===== src/rtl/nor_erase_pkg.sv =====
package nor_erase_pkg;

    typedef enum logic [2:0] {
        S_IDLE,
        S_SETUP,
        S_CONFIRM,
        S_POLL,
        S_EVAL,
        S_CLEAR,
        S_ARRAY
    } seq_state_t;

    localparam logic [7:0] CMD_SETUP   = 8'h20;
    localparam logic [7:0] CMD_CONFIRM = 8'hD0;
    localparam logic [7:0] CMD_CLEAR   = 8'h50;
    localparam logic [7:0] CMD_ARRAY   = 8'hFF;

    localparam int BIT_READY = 7;
    localparam int BIT_ERASE = 5;
    localparam int BIT_PROG  = 4;
    localparam int BIT_VOLT  = 3;
    localparam int BIT_LOCK  = 1;

    localparam int CODE_W    = 4;
    localparam int CODE_LOCK = 0;
    localparam int CODE_VOLT = 1;
    localparam int CODE_IO   = 2;
    localparam int CODE_TIME = 3;

endpackage


===== src/rtl/nor_status_merge.sv =====
module nor_status_merge #(
    parameter int LANES = 1
) (
    input  logic [8*LANES-1:0] rdata,
    output logic               all_ready,
    output logic [7:0]         merged
);
    import nor_erase_pkg::*;

    always_comb begin
        merged    = '0;
        all_ready = 1'b1;
        for (int i = 0; i < LANES; i++) begin
            merged    = merged | rdata[8*i +: 8];
            all_ready = all_ready & rdata[8*i + BIT_READY];
        end
        merged[BIT_READY] = all_ready;
    end

endmodule


===== src/rtl/nor_status_classify.sv =====
module nor_status_classify
    import nor_erase_pkg::*;
(
    input  logic [7:0]        merged,
    output logic [CODE_W-1:0] code
);
    always_comb begin
        code = '0;
        if (merged[BIT_LOCK])
            code[CODE_LOCK] = 1'b1;
        else if (merged[BIT_VOLT])
            code[CODE_VOLT] = 1'b1;
        else if (merged[BIT_PROG] || merged[BIT_ERASE])
            code[CODE_IO] = 1'b1;
    end

endmodule


===== src/rtl/nor_erase_timer.sv =====
module nor_erase_timer #(
    parameter int unsigned LIMIT = 1000
) (
    input  logic clk,
    input  logic rst_n,
    input  logic clear,
    input  logic run,
    output logic expired
);
    localparam int CNT_W = $clog2(LIMIT + 2);
    localparam logic [CNT_W-1:0] LIM = CNT_W'(LIMIT);

    logic [CNT_W-1:0] cnt;

    always_ff @(posedge clk) begin
        if (!rst_n || clear)
            cnt <= '0;
        else if (run && cnt != LIM)
            cnt <= cnt + 1'b1;
    end

    assign expired = (cnt >= LIM);

endmodule


===== src/rtl/nor_erase_seq.sv =====
module nor_erase_seq
    import nor_erase_pkg::*;
#(
    parameter int          ADDR_W     = 24,
    parameter int          LANES      = 1,
    parameter int unsigned CLK_HZ     = 50_000_000,
    parameter int unsigned TIMEOUT_MS = 1500
) (
    input  logic                clk,
    input  logic                rst_n,
    input  logic                start,
    input  logic [ADDR_W-1:0]   blk_addr,
    output logic [ADDR_W-1:0]   bus_addr,
    output logic [8*LANES-1:0]  bus_wdata,
    output logic                bus_we,
    output logic                bus_re,
    input  logic [8*LANES-1:0]  bus_rdata,
    output logic                done,
    output logic [7:0]          status,
    output logic [CODE_W-1:0]   err_code
);
    localparam int          DW        = 8 * LANES;
    localparam int unsigned CYC_PER_MS = CLK_HZ / 1000;
    localparam int unsigned LIMIT     = CYC_PER_MS * TIMEOUT_MS;

    seq_state_t          state, nxt;
    logic [ADDR_W-1:0]   addr_q;
    logic [7:0]          status_q;
    logic [CODE_W-1:0]   code_q;
    logic                all_ready;
    logic [7:0]          merged;
    logic [CODE_W-1:0]   cls_code;
    logic                expired;

    nor_status_merge #(.LANES(LANES)) u_merge (
        .rdata     (bus_rdata),
        .all_ready (all_ready),
        .merged    (merged)
    );

    nor_status_classify u_cls (
        .merged (merged),
        .code   (cls_code)
    );

    nor_erase_timer #(.LIMIT(LIMIT)) u_timer (
        .clk     (clk),
        .rst_n   (rst_n),
        .clear   (state == S_CONFIRM),
        .run     (state == S_POLL || state == S_EVAL),
        .expired (expired)
    );

    always_ff @(posedge clk) begin
        if (!rst_n)
            state <= S_IDLE;
        else
            state <= nxt;
    end

    always_comb begin
        nxt = state;
        unique case (state)
            S_IDLE:    if (start) nxt = S_SETUP;
            S_SETUP:   nxt = S_CONFIRM;
            S_CONFIRM: nxt = S_POLL;
            S_POLL:    nxt = S_EVAL;
            S_EVAL: begin
                if (all_ready)
                    nxt = (cls_code != '0) ? S_CLEAR : S_ARRAY;
                else if (expired)
                    nxt = S_CLEAR;
                else
                    nxt = S_POLL;
            end
            S_CLEAR:   nxt = S_ARRAY;
            S_ARRAY:   nxt = S_IDLE;
            default:   nxt = S_IDLE;
        endcase
    end

    always_ff @(posedge clk) begin
        if (!rst_n) begin
            addr_q   <= '0;
            status_q <= '0;
            code_q   <= '0;
        end else begin
            if (state == S_IDLE && start)
                addr_q <= blk_addr;
            if (state == S_EVAL && (all_ready || expired)) begin
                status_q <= merged;
                if (all_ready)
                    code_q <= cls_code;
                else
                    code_q <= CODE_W'(1) << CODE_TIME;
            end
        end
    end

    always_comb begin
        bus_we    = 1'b0;
        bus_re    = 1'b0;
        bus_wdata = '0;
        done      = 1'b0;
        unique case (state)
            S_SETUP:   begin bus_we = 1'b1; bus_wdata = {LANES{CMD_SETUP}};   end
            S_CONFIRM: begin bus_we = 1'b1; bus_wdata = {LANES{CMD_CONFIRM}}; end
            S_POLL:    bus_re = 1'b1;
            S_CLEAR:   begin bus_we = 1'b1; bus_wdata = {LANES{CMD_CLEAR}};   end
            S_ARRAY:   begin bus_we = 1'b1; bus_wdata = {LANES{CMD_ARRAY}}; done = 1'b1; end
            default:   ;
        endcase
    end

    assign bus_addr = addr_q;
    assign status   = status_q;
    assign err_code = code_q;

    logic [DW-1:0] unused_dw;
    assign unused_dw = '0;

endmodule


===== config.mk =====
export PLATFORM = sky130hd
export DESIGN_NAME = nor_erase_seq
export DESIGN_NICKNAME = d
export VERILOG_FILES = /design/src/rtl/nor_erase_pkg.sv /design/src/rtl/nor_status_merge.sv /design/src/rtl/nor_status_classify.sv /design/src/rtl/nor_erase_timer.sv /design/src/rtl/nor_erase_seq.sv
export SDC_FILE = /design/constraint.sdc
export NUM_CORES = 1
export LEC_CHECK = 0
export ABC_AREA = 1
export BUFFER_PORTS_ARGS = -buffer_cell sky130_fd_sc_hd__buf_2
export CAP_MARGIN = 20
export CORE_AREA = 2 2 90 92
export DETAILED_ROUTE_END_ITERATION = 10
export DIE_AREA = 0 0 92 94
export PLACE_DENSITY = 0.66
export SLEW_MARGIN = 25
export SYNTH_ARGS = -nofsm -noshare
export SYNTH_HDL_FRONTEND = slang
export SYNTH_SLANG_ARGS = --single-unit

===== constraint.sdc =====
create_clock -name clk -period 3.11 [get_ports clk]
set_input_delay 0.311 -clock clk [delete_from_list [all_inputs] [get_ports clk]]
set_output_delay 0.311 -clock clk [all_outputs]
set_load 0.01 [all_outputs]

# [Word level (Yosys, flattened, before mapping)]
# Cells that the tools add are included.
[totals] regBits=66 input_bits=35 output_inout_bits=47 word_cells=41
[classes] add_sub_neg=1 n_lt_le_gt_ge=1 n_eq_ne=8 n_mux=15 reduce_logical=11
[op_table] cell="$pmux 8 s4" count=1
[op_table] cell="$add 27x1->27 const B" count=1
[op_table] cell="$ge 27x27->1 const B" count=1
[op_table] cell="$ne 27x27->1 const B" count=1
[op_table] cell="$pmux 3 s6" count=1
[op_table] cell="$eq 3x3->1 const B" count=3
[op_table] cell="$mux 3" count=3
[op_table] cell="$mux 1" count=7
[op_table] cell="$eq 3x2->1 const B" count=2
[op_table] cell="$logic_or 1x1->1" count=4
[op_table] cell="$mux 2" count=2
[op_table] cell="$mux 4" count=1
[op_table] cell="$reduce_bool 4->1" count=1
[op_table] cell="$reduce_or 4->1" count=1
[op_table] cell="$eq 3x1->1 const B" count=1
[op_table] cell="$logic_and 1x1->1" count=3
[op_table] cell="$logic_not 3->1" count=1
[op_table] cell="$ne 2x2->1 const B" count=1
[op_table] cell="$logic_not 1->1" count=1

# [Logic depth before layout (Yosys ltp)]
[logic_depth] word_depth=8 depth_mapped=11 mapped_depth_nobuf=10

# [Hierarchy]
# From an unflattened synthesis, not the netlist that was laid out.
[hier_totals] hier_cells=523 hier_area_um2=3465.8
[modules_own_cells] mod="nor_erase_timer" instances=1 cells_per_inst=294 area_per_inst_um2=1729.2 seq_area_each_um2=540.5
[modules_own_cells] mod="nor_erase_seq" instances=1 cells_per_inst=211 area_per_inst_um2=1625.3 seq_area_each_um2=780.7
[modules_own_cells] mod="nor_status_merge" instances=1 cells_per_inst=9 area_per_inst_um2=67.6 seq_area_each_um2=0.0
[modules_own_cells] mod="nor_status_classify" instances=1 cells_per_inst=9 area_per_inst_um2=43.8 seq_area_each_um2=0.0

# [Worst setup path before layout]
# Ideal clock, no wire load.
[synth_timing] path_type="register -> register" from="reg u_timer.cnt[0]" to="reg u_timer.cnt[26]" setup_ns=0.121 arrival_time_ns=1.427 t_required_ns=2.989 slack_ns=1.562 stages_incl_launch_ff=11 path_buffers=0 period_less_slack_ns=1.548 path_cell_list="dfxtp_1 -> ha_1 -> nand3_1 -> inv_1 -> nand2_1 -> nor2_1 -> nand2_1 -> nand2_1 -> nand2_1 -> nand2_1 -> a21oi_2"
[synth_between] elab_chain_cells=2 elab_cells_between_ends=3 classes_between="add/sub (1); eq/ne (1); reduce/logical (1)"
[synth_lines] element="start: declaration" line_no="nor_erase_timer.sv:13" text="logic [CNT_W-1:0] cnt;"
[synth_lines] element="start signal: assignment" line_no="nor_erase_timer.sv:19" text="cnt <= cnt + 1'b1;"
[synth_lines] element="parallel branches: the longest is 2 deep, another holds $add 27x1->27"
# Parallel ways; which one is timed is not known.
# A chain may end at the register's enable or synchronous reset.

# [Worst setup path after layout]
[layout_timing] from="reg u_timer.cnt[0]" to="reg u_timer.cnt[7]"
# The elaborated chain is that of the path after synthesis.

==> metrics.yaml <==
drive_above_1_share: 0.194
num_antenna_cells: 0
max-clock-path-buffers: 2
cp_data_arrival_time_ps: 2210
post_dr_vias_cell: 4.76
slew_viol_final: 0
grt_pass1_vias: 3028
timing_worst_slew_pin_value_ps: 699
globalRouteTotalUtil: 0.190
swShare: 0.294
clock_latency_ps: 350
initial_core_util: 0.446
min_path_cells: 3
hold_class: "input pin to flop"
cts-hold-fix-buffers: 0
yosysSeqAreaShare: 0.390
power_switching_uw: 575
setup_violations: 0
timing.fmax_mhz: 517
placedInstanceArea_um2: 3820
worstSetupStartpoint: "u_timer.cnt[0]$_SDFFE_PP0P_"
design_area_um2: 4020
num_io_pins: 82
peakVddDrop_uv: 367
postSynthAreaPerCell_um2: 6.61
gpl.final_weighted_congestion: 0.898
row_count: 32
relSlewSlack: 0.532
yosys_warnings: 0
drt_iter0_markers: 155
drt_pass1_iterations: 5
cts.sink_count: 66
shortest_period_the_worst_path_allows_ps: 1940
grt_setup_unrepaired: "false"
cts_made_buffers: 9
grt_pass1_wl_um: 13500
syn_area_um2: 3390
die_width_um: 92
tritoncts: "done"
floorplan_core_area_um2: 7610
outcome: "complete, no violations"
die_area_um2: 8650
worst_hold_startpoint: "blk_addr[22]"
timing_worst_setup_path_type: "flop to flop"
leakagePower_uw: 0.00167
period_share: 0.622
number_of_cells_in_the_finished_layout_apart_from_fillers: 694
sequential_group_share_of_total_power: 0.475
totalWireLength_um: 7990
finish.net_count: 624
power_report.internal_total_uw: 1380
cp_data_required_time_ps: 3390
worstHoldEndpoint: "bus_addr[22]$_SDFFE_PN0P_"
setup_tns_ps: 0
path_depth_of_the_worst_reg2reg_path: 8
rr_startpoint: "u_timer.cnt[0]$_SDFFE_PP0P_"
cp_max_fo: 27
capturing_element_type_of_the_critical_path: "flop"
power_per_cell_area_nw_per_um2: 486
num_vias: 3306
cts-resized-gates: 0
critical_path.startpoint_type: "flop"
synthToLayoutAreaGrowth_pct: 18.5
wl_per_cell_um: 11.5
grt_start_max_net_pins: 49
pwr-share-comb: 0.148
final_antenna_net_count: 0
chipHeight_um: 94
cts.reportedPaths.clkPinSlew_ps: 90
post_cts_setup_buffers: 0
clkPwrFrac: 0.378
drc: 0
yosys_reg_bits: 66
io_buffer_count: 81
final.setup_skew_ps: 13.3
place.detailed.hpwl_um: 5850
grt.overflow.total: 0
clockRootBuffer: "clkbuf_8"
cap_violations: 0
reg2reg_setup_slack_ps: 1170
syn_nets: 550
rr_endpoint: "u_timer.cnt[7]$_SDFFE_PP0P_"
synth_cell_types: 30
timing.final.hold_violations: 0
cts_max_level: 3
placedCellCount: 678
grt_antenna_before_repair: 0
synth_cells: 513
==> layout by cell type (no fill, tap or decap), types with 3 or more instances in the layout <==
cell and n:
a21oi_1 58, a21oi_2 6, buf_2 81, clkbuf_8 9, dfxtp_1 66, inv_1 50
nand2_1 156, nand2_2 3, nand3_1 21, nand3b_1 7, nor2_1 68, o21ai_0 27
xnor2_1 5, xor2_1 10
==> worst max path at each step <==
| stage | endpoint | slack [ps] | depth (start not counted) |
|---|---|---|---|
| 2_1_floorplan | u_timer.cnt[26]$_SDFFE_PP0P_ | 1560 | 10 |
| 3_3_place_gp | u_timer.cnt[17]$_SDFFE_PP0P_ | 1060 | 6 |
| 3_5_place_dp | u_timer.cnt[11]$_SDFFE_PP0P_ | 1040 | 6 |
| 4_1_cts | u_timer.cnt[8]$_SDFFE_PP0P_ | 1190 | 8 |
| 5_1_grt | u_timer.cnt[23]$_SDFFE_PP0P_ | 980 | 8 |
| 6_report | u_timer.cnt[7]$_SDFFE_PP0P_ | 1170 | 8 |
==> layer usage <==
metal | vias up | global-route usage | wire (um)
met2 | 76 | 0.313 | 3650
met3 | 12 | 0.0369 | 447
met1 | 1461 | 0.246 | 3760
met4 | 0 | 0.0759 | 133
met5 | - | 0 | 0
li1 | 1757 | - | -
==> power by group through the flow <==
| stage | Combinational (uW) | Sequential [uW] | Clock (uW) |
|---|---|---|---|
| after floorplan | 168 | 967 | 0 |
| after global placement | 289 | 945 | 0 |
| after detailed placement | 291 | 947 | 0 |
| after CTS | 291 | 928 | 759 |
| after global routing | 324 | 936 | 791 |
| final | 288 | 928 | 738 |
==> state kept, by name, summed over array words and instances (netlist names) <==
register,count
bus_addr,24
err_code,4
state,3
status,8
u_timer.cnt,27
==> synth_stat cells <==
master | count | area, um^2
nor3b_1 | 1 | 7.51
buf_6 | 3 | 33.8
a22oi_1 | 1 | 7.51
ha_1 | 2 | 25.0
o21ai_0 | 27 | 135
buf_2 | 4 | 20.0
a21oi_1 | 58 | 290
nor2_2 | 2 | 12.5
nand4_2 | 1 | 12.5
nand3b_1 | 7 | 52.6
xnor2_1 | 5 | 43.8
clkinv_1 | 2 | 7.51
nand3_1 | 21 | 105
o21ai_4 | 1 | 16.3
buf_1 | 1 | 3.75
nand3b_2 | 1 | 11.3
nor4_1 | 1 | 6.26
nor2_4 | 1 | 11.3
inv_1 | 50 | 188
or2_1 | 1 | 6.26
xor2_1 | 10 | 87.6
or2_2 | 1 | 6.26
dfxtp_1 | 66 | 1320
buf_4 | 5 | 37.5
nand2_1 | 156 | 586
nor3_1 | 1 | 5.00
nor2_1 | 68 | 255
clkbuf_1 | 7 | 26.3
nand2_2 | 3 | 18.8
a21oi_2 | 6 | 52.6
==> through the flow <==
stage	util	total power (uW)	hold slack [ps]	setup WS, ps
final	0.528	1950	235	1170
after global routing	0.528	2050	231	980
after CTS	0.528	1980	225	1190
after detailed placement	0.502	1240	434	1040
after global placement	0.502	1230	429	1060
after floorplan	-	1130	449	1560
==> kinds of logic after synthesis <==
| logic type | synth area share |
|---|---|
| AOI/OAI and AO/OA | 0.148 |
| xor gates and xnor gates | 0.0387 |
| adders and majority gates | 0.00738 |
| buffers and inverters | 0.0933 |
| DFF | 0.390 |
| and+or+nand+nor | 0.323 |
==> layout make-up <==
type | instances | area [um^2]
sequential | 66 | 1320
tap | 102 | 128
fill | 780 | 3590
multi-input combinational | 375 | 1750
timing repair buffer | 83 | 420
clock inverter | 7 | 77.6
clock buffer | 9 | 124
inverter | 52 | 195
==> critical path: stages (launching register included) <==
cell and delay [ps]:
dfxtp_1 370, inv_1 120, ha_1 150, nand3_1 80
nor2_1 150, nand3b_2 120, o21ai_4 570, nand2_1 150
a21oi_2 160
Power figures use the tool's default switching activity.
